<file path="config.mk">
export PLATFORM = sky130hd
export DESIGN_NAME = coef_wport
export DESIGN_NICKNAME = d
export VERILOG_FILES = /design/src/rtl/coef_wport_pkg.sv /design/src/rtl/coef_wport_wrasm.sv /design/src/rtl/coef_wport_ctl.sv /design/src/rtl/coef_wport_bank.sv /design/src/rtl/coef_wport_mem.sv /design/src/rtl/coef_wport.sv
export SDC_FILE = /design/constraint.sdc
export NUM_CORES = 2
export LEC_CHECK = 0
export BUFFER_PORTS_ARGS = -buffer_cell sky130_fd_sc_hd__buf_2
export CORE_UTILIZATION = 40
export CTS_BUF_LIST = sky130_fd_sc_hd__clkbuf_8
export DETAILED_ROUTE_END_ITERATION = 7
export HOLD_SLACK_MARGIN = 0.1
export PLACE_DENSITY = 0.55
export REMOVE_ABC_BUFFERS = 1
export SYNTH_ARGS = -nofsm -noshare
export SYNTH_HDL_FRONTEND = slang
export SYNTH_SLANG_ARGS = --single-unit
export TNS_END_PERCENT = 5
</file>
<file path="constraint.sdc">
create_clock -name clk -period 8.1 [get_ports clk]
set_clock_uncertainty 0.2 [all_clocks]
set_input_delay 1.215 -clock clk [delete_from_list [all_inputs] [get_ports clk]]
set_output_delay 1.215 -clock clk [all_outputs]
set_load 0.02 [all_outputs]
</file>
<file path="src/rtl/coef_wport_pkg.sv">
package coef_wport_pkg;
  localparam int unsigned CW_DATA_W   = 16;
  localparam int unsigned CW_DEPTH    = 128;
  localparam int unsigned CW_BUSY_CYC = 22;
  localparam logic [15:0] CW_CTL_RST  = 16'h8C80;
endpackage

</file>
<file path="src/rtl/coef_wport_wrasm.sv">
module coef_wport_wrasm #(
  parameter int unsigned DW    = 16,
  parameter int unsigned IDX_W = 7
) (
  input  logic             clk,
  input  logic             rst_n,
  input  logic             accept,
  input  logic             ctl_sel,
  input  logic             byte_mode,
  input  logic [IDX_W:0]   addr,
  input  logic [DW-1:0]    wdata,
  output logic             wr_ctl,
  output logic             wr_coef,
  output logic [IDX_W-1:0] idx,
  output logic [DW-1:0]    word
);
  localparam int unsigned BW = DW / 2;

  logic [BW-1:0] lo_q, lo_d;
  logic          commit;

  always_comb begin
    lo_d = lo_q;
    if (accept && byte_mode && !addr[0]) lo_d = wdata[BW-1:0];
  end

  always_ff @(posedge clk or negedge rst_n) begin
    if (!rst_n) lo_q <= '0;
    else        lo_q <= lo_d;
  end

  assign commit  = accept && (!byte_mode || addr[0]);
  assign wr_ctl  = commit && ctl_sel;
  assign wr_coef = commit && !ctl_sel;
  assign word    = byte_mode ? {wdata[BW-1:0], lo_q} : wdata;
  assign idx     = byte_mode ? addr[IDX_W:1] : addr[IDX_W-1:0];
endmodule

</file>
<file path="src/rtl/coef_wport_ctl.sv">
module coef_wport_ctl #(
  parameter int unsigned DW      = 16,
  parameter logic [DW-1:0] RST_W = '0
) (
  input  logic          clk,
  input  logic          rst_n,
  input  logic          wr_ctl,
  input  logic [DW-1:0] word,
  input  logic          swap_pin,
  input  logic          samp_en,
  output logic [DW-1:0] act,
  output logic          direct
);
  logic [DW-1:0] act_q, act_d, pend_q, pend_d;
  logic          dir_q, dir_d, swp_q, req_q, req_d;
  logic          toggle, xfer;

  assign toggle = swap_pin ^ swp_q;
  assign xfer   = samp_en && (req_q || toggle);

  always_comb begin
    act_d  = act_q;
    pend_d = pend_q;
    dir_d  = dir_q;
    req_d  = req_q;
    if (wr_ctl && dir_q) act_d = word;
    else if (xfer)       act_d = pend_q;
    if (wr_ctl) begin
      pend_d = word;
      dir_d  = 1'b0;
    end
    if (xfer)        req_d = 1'b0;
    else if (toggle) req_d = 1'b1;
  end

  always_ff @(posedge clk or negedge rst_n) begin
    if (!rst_n) begin
      act_q  <= RST_W;
      pend_q <= RST_W;
      dir_q  <= 1'b1;
      swp_q  <= 1'b0;
      req_q  <= 1'b0;
    end else begin
      act_q  <= act_d;
      pend_q <= pend_d;
      dir_q  <= dir_d;
      swp_q  <= swap_pin;
      req_q  <= req_d;
    end
  end

  assign act    = act_q;
  assign direct = dir_q;
endmodule

</file>
<file path="src/rtl/coef_wport_bank.sv">
module coef_wport_bank #(
  parameter int unsigned IDX_W = 7
) (
  input  logic             clk,
  input  logic             rst_n,
  input  logic             single,
  input  logic [1:0]       rate,
  input  logic             decim,
  input  logic             src_reg,
  input  logic             reg_upper,
  input  logic             alt,
  input  logic             swap_pin,
  input  logic             samp_en,
  input  logic             run_start,
  output logic             bank_upper,
  output logic [IDX_W-1:0] bank_off
);
  localparam int unsigned TW    = IDX_W + 2;
  localparam int unsigned DEPTH = 1 << IDX_W;

  logic          bank_q, bank_d;
  logic [TW-1:0] taps;

  always_comb begin
    bank_d = bank_q;
    if (run_start)    bank_d = 1'b0;
    else if (samp_en) bank_d = alt ? !bank_q : (src_reg ? reg_upper : swap_pin);
  end

  always_ff @(posedge clk or negedge rst_n) begin
    if (!rst_n) bank_q <= 1'b0;
    else        bank_q <= bank_d;
  end

  always_comb begin
    taps = single ? TW'(16) : TW'(8);
    taps = taps << rate;
    taps = taps << decim;
  end

  assign bank_upper = bank_q;
  assign bank_off   = (bank_q && (taps < TW'(DEPTH))) ? taps[IDX_W-1:0] : '0;
endmodule

</file>
<file path="src/rtl/coef_wport_mem.sv">
module coef_wport_mem #(
  parameter int unsigned DW    = 16,
  parameter int unsigned IDX_W = 7
) (
  input  logic             clk,
  input  logic             we,
  input  logic [IDX_W-1:0] widx,
  input  logic [DW-1:0]    wword,
  input  logic [IDX_W-1:0] ridx,
  output logic [DW-1:0]    rdata
);
  logic [DW-1:0] mem_q [1 << IDX_W];

  always_ff @(posedge clk) begin
    if (we) mem_q[widx] <= wword;
  end

  assign rdata = mem_q[ridx];
endmodule

</file>
<file path="src/rtl/coef_wport.sv">
module coef_wport
  import coef_wport_pkg::*;
#(
  parameter int unsigned DW       = CW_DATA_W,
  parameter int unsigned DEPTH    = CW_DEPTH,
  parameter int unsigned BUSY_CYC = CW_BUSY_CYC
) (
  input  logic                     clk,
  input  logic                     rst_n,
  input  logic [$clog2(DEPTH):0]   wr_addr,
  input  logic [DW-1:0]            wr_data,
  input  logic                     cs_n,
  input  logic                     we_n,
  input  logic                     ctl_sel,
  input  logic                     byte_mode,
  input  logic                     swap_pin,
  input  logic                     samp_en,
  input  logic                     run_start,
  input  logic [$clog2(DEPTH)-1:0] rd_addr,
  output logic [DW-1:0]            ctl_word,
  output logic [$clog2(DEPTH)-1:0] bank_off,
  output logic                     busy,
  output logic [DW-1:0]            rd_data
);
  localparam int unsigned IDX_W = $clog2(DEPTH);
  localparam int unsigned CNT_W = $clog2(BUSY_CYC + 1);
  localparam logic [CNT_W-1:0] CNT_END = CNT_W'(BUSY_CYC);

  logic [CNT_W-1:0] cnt_q, cnt_d;
  logic             accept, wr_ctl, wr_coef, ctl_direct, bank_upper;
  logic [IDX_W-1:0] widx;
  logic [DW-1:0]    wword;

  always_comb begin
    cnt_d = cnt_q;
    if (cnt_q != CNT_END) cnt_d = cnt_q + 1'b1;
  end

  always_ff @(posedge clk or negedge rst_n) begin
    if (!rst_n) cnt_q <= '0;
    else        cnt_q <= cnt_d;
  end

  assign busy   = (cnt_q != CNT_END);
  assign accept = !cs_n && !we_n && !busy;

  coef_wport_wrasm #(.DW(DW), .IDX_W(IDX_W)) u_wrasm (
    .clk(clk), .rst_n(rst_n), .accept(accept), .ctl_sel(ctl_sel),
    .byte_mode(byte_mode), .addr(wr_addr), .wdata(wr_data),
    .wr_ctl(wr_ctl), .wr_coef(wr_coef), .idx(widx), .word(wword)
  );

  coef_wport_ctl #(.DW(DW), .RST_W(DW'(CW_CTL_RST))) u_ctl (
    .clk(clk), .rst_n(rst_n), .wr_ctl(wr_ctl), .word(wword),
    .swap_pin(swap_pin), .samp_en(samp_en), .act(ctl_word),
    .direct(ctl_direct)
  );

  coef_wport_bank #(.IDX_W(IDX_W)) u_bank (
    .clk(clk), .rst_n(rst_n), .single(ctl_word[15]), .rate(ctl_word[14:13]),
    .decim(ctl_word[12]), .src_reg(ctl_word[7]), .reg_upper(ctl_word[6]),
    .alt(ctl_word[5]), .swap_pin(swap_pin), .samp_en(samp_en),
    .run_start(run_start), .bank_upper(bank_upper), .bank_off(bank_off)
  );

  coef_wport_mem #(.DW(DW), .IDX_W(IDX_W)) u_mem (
    .clk(clk), .we(wr_coef), .widx(widx), .wword(wword),
    .ridx(rd_addr), .rdata(rd_data)
  );
endmodule

</file>
==> After elaboration in Yosys (flattened, before gate mapping) <==
Memory sizes are Yosys's and may differ from the RTL's.
Cells that the tools add are included.
{ "word_totals": {"ff_bits": 49, "mem_bits_rw": 2048, "wordCells": 51, "n_memories": 1} }
{ "classes": {"addsub": 1, "order_cmp": 1, "eq_ne": 1, "shift": 2, "muxes": 14, "bitwise_logic": 1, "n_reduce_logical": 22} }
{ "mem_list": {"columns": ["memory", "words", "word_bits", "read_ports", "rd_ports_with_merged_regs", "write_ports", "line_no", "source"], "rows": [
  ["u_mem.mem_q", 128, 16, 1, 0, 1, "coef_wport_mem.sv:12", "logic [DW-1:0] mem_q [1 << IDX_W];"]
]} }
{ "ops": {"columns": ["cell", "n"], "rows": [
  ["$mux 16", 3],
  ["$mux 7", 2],
  ["$logic_and 1x1->1", 10],
  ["$lt 9x8->1 const B", 1],
  ["$shl 9x1->9", 1],
  ["$shl 9x2->9", 1],
  ["$mux 1", 8],
  ["$logic_not 1->1", 7],
  ["$reduce_bool 2->1", 3],
  ["$add 5x1->5 const B", 1],
  ["$mux 5", 1],
  ["$ne 5x5->1 const B", 1],
  ["$logic_or 1x1->1", 2],
  ["$xor 1x1->1", 1]
]} }

==> Depth between registers and ports, before layout <==
{ "depth": {"word_depth": 7, "mapped_depth": 9, "mapped_depth_nobuf": 6} }

==> By module <==
A second synthesis with hierarchy kept.
{ "unflattened": {"cells_unflattened": 3258, "hier_area_um2": 80912.6} }
{ "by_module_without_submodules": {"columns": ["mod", "instances", "cells_each", "area_per_inst_um2", "seq_area_each_um2"], "rows": [
  ["coef_wport_mem", 1, 3070, 78202.5, 61499.0],
  ["coef_wport_ctl", 1, 94, 1602.8, 887.1],
  ["coef_wport_wrasm", 1, 46, 620.6, 200.2],
  ["coef_wport", 1, 22, 259.0, 125.1],
  ["coef_wport_bank", 1, 26, 227.7, 25.0]
]} }

==> Worst setup path before layout <==
OpenSTA, ideal clock, no wires.
{ "synth_path": {"path_type": "in2out", "start": "in rd_addr[0]", "end": "out rd_data[0]", "arrival_time_ps": 3642, "setup_slack_ps": 3043, "cell_stages": 6, "cell_sequence": "buf_2 clkbuf_1 mux4_2 mux4_2 mux4_2 mux2_2"} }
{ "synth_between": {"elab_chain_cells": 1} }
{ "synth_lines": {"columns": ["element", "line_no", "source"], "rows": [
  ["start, declared", "coef_wport.sv:19", "input logic [$clog2(DEPTH)-1:0] rd_addr,"],
  ["$mem_v2 128x16", null, null],
  ["end, declared", "coef_wport.sv:23", "output logic [DW-1:0] rd_data"]
]} }
Every way passes these cells.

==> Final worst setup path <==
{ "layout_path": {"start": "in rd_addr[0]", "end": "out rd_data[1]"} }
The elaborated chain is that of the path after synthesis.

==> reports/results.tsv <==
stage	metric	value	unit
critical_path	crit_top_cell	mux4_2	
yosys	synth.yosys.warnings	0	
sta	rsz0062_at_grt	no	
place	portBuffers	76	
global_route	overflow	0	
global_route	grt_pass1_vias	38730	
final_layout	fill_cells	16730	
sta	fmax	163.6	MHz
global_route	grt_use_met3	0.03724	
sta	slew_headroom	0.2034	
critical_path	cp-start-kind	input pin	
critical_path	endpoint_kind	primary output	
clock_tree	ctsRootBufferMaster	clkbuf_8	
floorplan	io_pins	80	
critical_path	reg2reg_slack	3.68	ns
pwr	power_density	242.6	nW/um2
detailed_routing	dr.pass1.iters	7	
critical_path	crit_chain	buf_8 -> buf_12 -> mux4_2 -> mux4_2 -> mux4_2 -> mux2_2 -> buf_2	
final_layout	drive_above_1_share	0.3552	
floorplan	dieHeight	451.7	um
yosys	async_flop_share	0.02337	
final_layout	nNetsFinal	3845	
clock_tree	clk_path_buf_depth	4	
floorplan	fp.dieW	451.7	um
critical_path	r2r-start	cnt_q[0]	
clock_tree	clock_sinks	2097	
critical_path	cp.required	6.68	ns
critical_path	cp_slowest_stage_delay	0.59	ns
final_layout	area_growth	13.75	%
floorplan	rows	164	
global_route	grt_usage	0.1976	
critical_path	crit_path_max_fanout	56	
clock_tree	h-tree-depth	5	
hold_path	hold_end	u_wrasm.lo_q[4]	
sta	worst_slack	1.987	ns
run	cap_violations	0	
place	place.gp.congestion	0.7856	
sta	tightest_slew	1.192	ns
detailed_routing	wirelength	199400	um
clock_tree	cts_made_buffers	357	
floorplan	start_util	0.4039	
critical_path	critPathSlowestCell	mux4_2	
place	dp_hpwl	116400	um
clock_tree	postCtsSetupRepairBufs	0	
global_route	busiest_layer	met2	
clock_tree	cts_hold_buf	4	
yosys	syn_area	80890	um2
final_layout	final_cell_mix	2048 x edfxtp_1, 672 x mux4_2, 367 x clkbuf_8	
sta	setup_viol	0	
status	status	finished clean	
critical_path	rr_worst_depth	8	
detailed_routing	routedWlPerCell	29.71	um
pwr	p_leak	29.25	nW
pwr	vdd.ir_drop.worst	0.1685	mV
hold_path	hp-class	input pin to flop	
yosys	synth_edf_count	2048	
place	place_ws	1.906	ns
yosys	netlist_instances	3345	
sta	fin_crit_sh	0.7547	
hold_path	holdCritStartpoint	wr_data[4]	
global_route	grt_max_degree	82	
critical_path	crit_type	input pin to primary output	
detailed_routing	post-route-drc-count	0	
critical_path	critPathArrivalTime	4.70	ns
clock_tree	clk_pin_slew	0.06	ns
clock_tree	cts_tree	yes	
clock_tree	clk-insertion-delay-late	1.02	ns
floorplan	die_area	204000	um2
detailed_routing	viasPerCell	5.551	
sta	finalHoldViolCount	0	
sta	setup_tns	0	ns
hold_path	min_delay_path_depth	2	
final_layout	layout_commonest_cell	edfxtp_1	
detailed_routing	antenna_left	0	
global_route	grtUsageMet1	0.2814	
clock_tree	ctsResizeCount	0	
floorplan	core	200300	um2
yosys	ys_types	48	
detailed_routing	drt_iter0_markers	3560	
yosys	ys_seq_area_frac	0.7756	
sta	fin_crit	6.113	ns
global_route	grtUsageMet2	0.3104	
yosys	synth-seq-cells	2097	
critical_path	reg2reg_to	u_mem.mem_q[86][4]	
global_route	grt_pass1_wl	287600	um
yosys	synth_ff_type	edfxtp_1	
yosys	syn_avg_cell_area	24.18	um2
sta	maxSlewViolCount	0	
global_route	antenna_found_initial	21	
detailed_routing	num_vias	37260	
-- through the flow --
stage	area [um2]	utilization	hold slack (ns)	std cells	total power, mW
final	92010	0.4594	0.2500	6712	22.32
after global routing	92000	0.4594	0.1816	6708	23.13
after CTS	92000	0.4594	0.1228	6707	22.59
after detailed placement	85690	0.4279	0.2731	6094	14.00
after global placement	85690	0.4279	0.2604	6094	13.98
after floorplan	80070	-	0.2456	3156	13.24
-- critical path: cells and delay by family --
kind                   cells  cell delay (ns)
muxes                      4             2.09
buffers and inverters      3             1.13
-- flip-flops by register name (all words and copies together), names as in the netlist --
name               cells
u_ctl.direct           1
cnt_q                  5
u_wrasm.lo_q           8
u_ctl.pend_q          16
u_ctl.req_q            1
u_ctl.act             16
u_ctl.swp_q            1
u_bank.bank_upper      1
u_mem.mem_q         2048
-- kinds of logic after synthesis --
family / Yosys count / share of synthesized area
AOI/OAI and AO/OA: 60 / 0.004331
xor gates and xnor gates: 5 / 0.0005413
adders and majority gates: 4 / 0.0006187
buffers and inverters: 216 / 0.01148
DFF: 2097 / 0.7756
muxes: 730 / 0.1946
other: 1 / 0.00004636
and+or+nand+nor: 232 / 0.01279
-- cells in the mapped netlist (all sizes together) (9+ instances only) --
| library cell | n | area [um2] |
|---|---|---|
| mux2 | 24 | 270.3 |
| o21ai | 21 | 105.1 |
| mux2i | 34 | 340.3 |
| edfxtp | 2048 | 61500 |
| nand3 | 9 | 45.04 |
| nor3 | 18 | 90.09 |
| buf | 89 | 451.7 |
| inv | 24 | 90.09 |
| mux4 | 672 | 15130 |
| dfrtp | 40 | 1001 |
| clkbuf | 102 | 382.9 |
| nand2 | 31 | 116.4 |
| dfstp | 9 | 236.5 |
| nor2 | 135 | 506.7 |
| a21oi | 20 | 100.1 |
-- routing by layer --
layer | routed length [um] | up-vias
li1 | - | 15330
met1 | 86750 | 20410
met2 | 95560 | 1231
met3 | 11750 | 288
met4 | 5339 | 0
met5 | 0 | -
-- area by class of cell --
cell class / instances / area, um2 / share of cell area
antenna: 5 / 12.51 / 0.0001360
clock buffer: 367 / 5051 / 0.05490
inverter: 25 / 133.9 / 0.001455
clock inverter: 242 / 1221 / 0.01327
sequential: 2097 / 62740 / 0.6818
timing repair buffer: 286 / 2253 / 0.02449
tap: 2656 / 3323 / 0.03612
multi-input combinational: 1034 / 17280 / 0.1878
-- where the power goes --
part | switching (mW) | internal [mW] | total (mW)
sequential | 0.0506 | 12.2 | 12.3
clock | 4.11 | 4.46 | 8.57
combinational | 0.984 | 0.511 | 1.50
-- worst max path at each step --
stage,cells past startpoint,to,slack (ns),start
after floorplan,4,rd_data[0],3.77,rd_addr[0]
final,7,rd_data[1],1.99,rd_addr[0]
after detailed placement,7,rd_data[1],1.91,rd_addr[0]
after global routing,7,rd_data[1],1.81,rd_addr[0]
after CTS,7,rd_data[1],1.90,rd_addr[0]
after global placement,7,rd_data[1],1.92,rd_addr[0]
(Power assumes the default switching activity.)
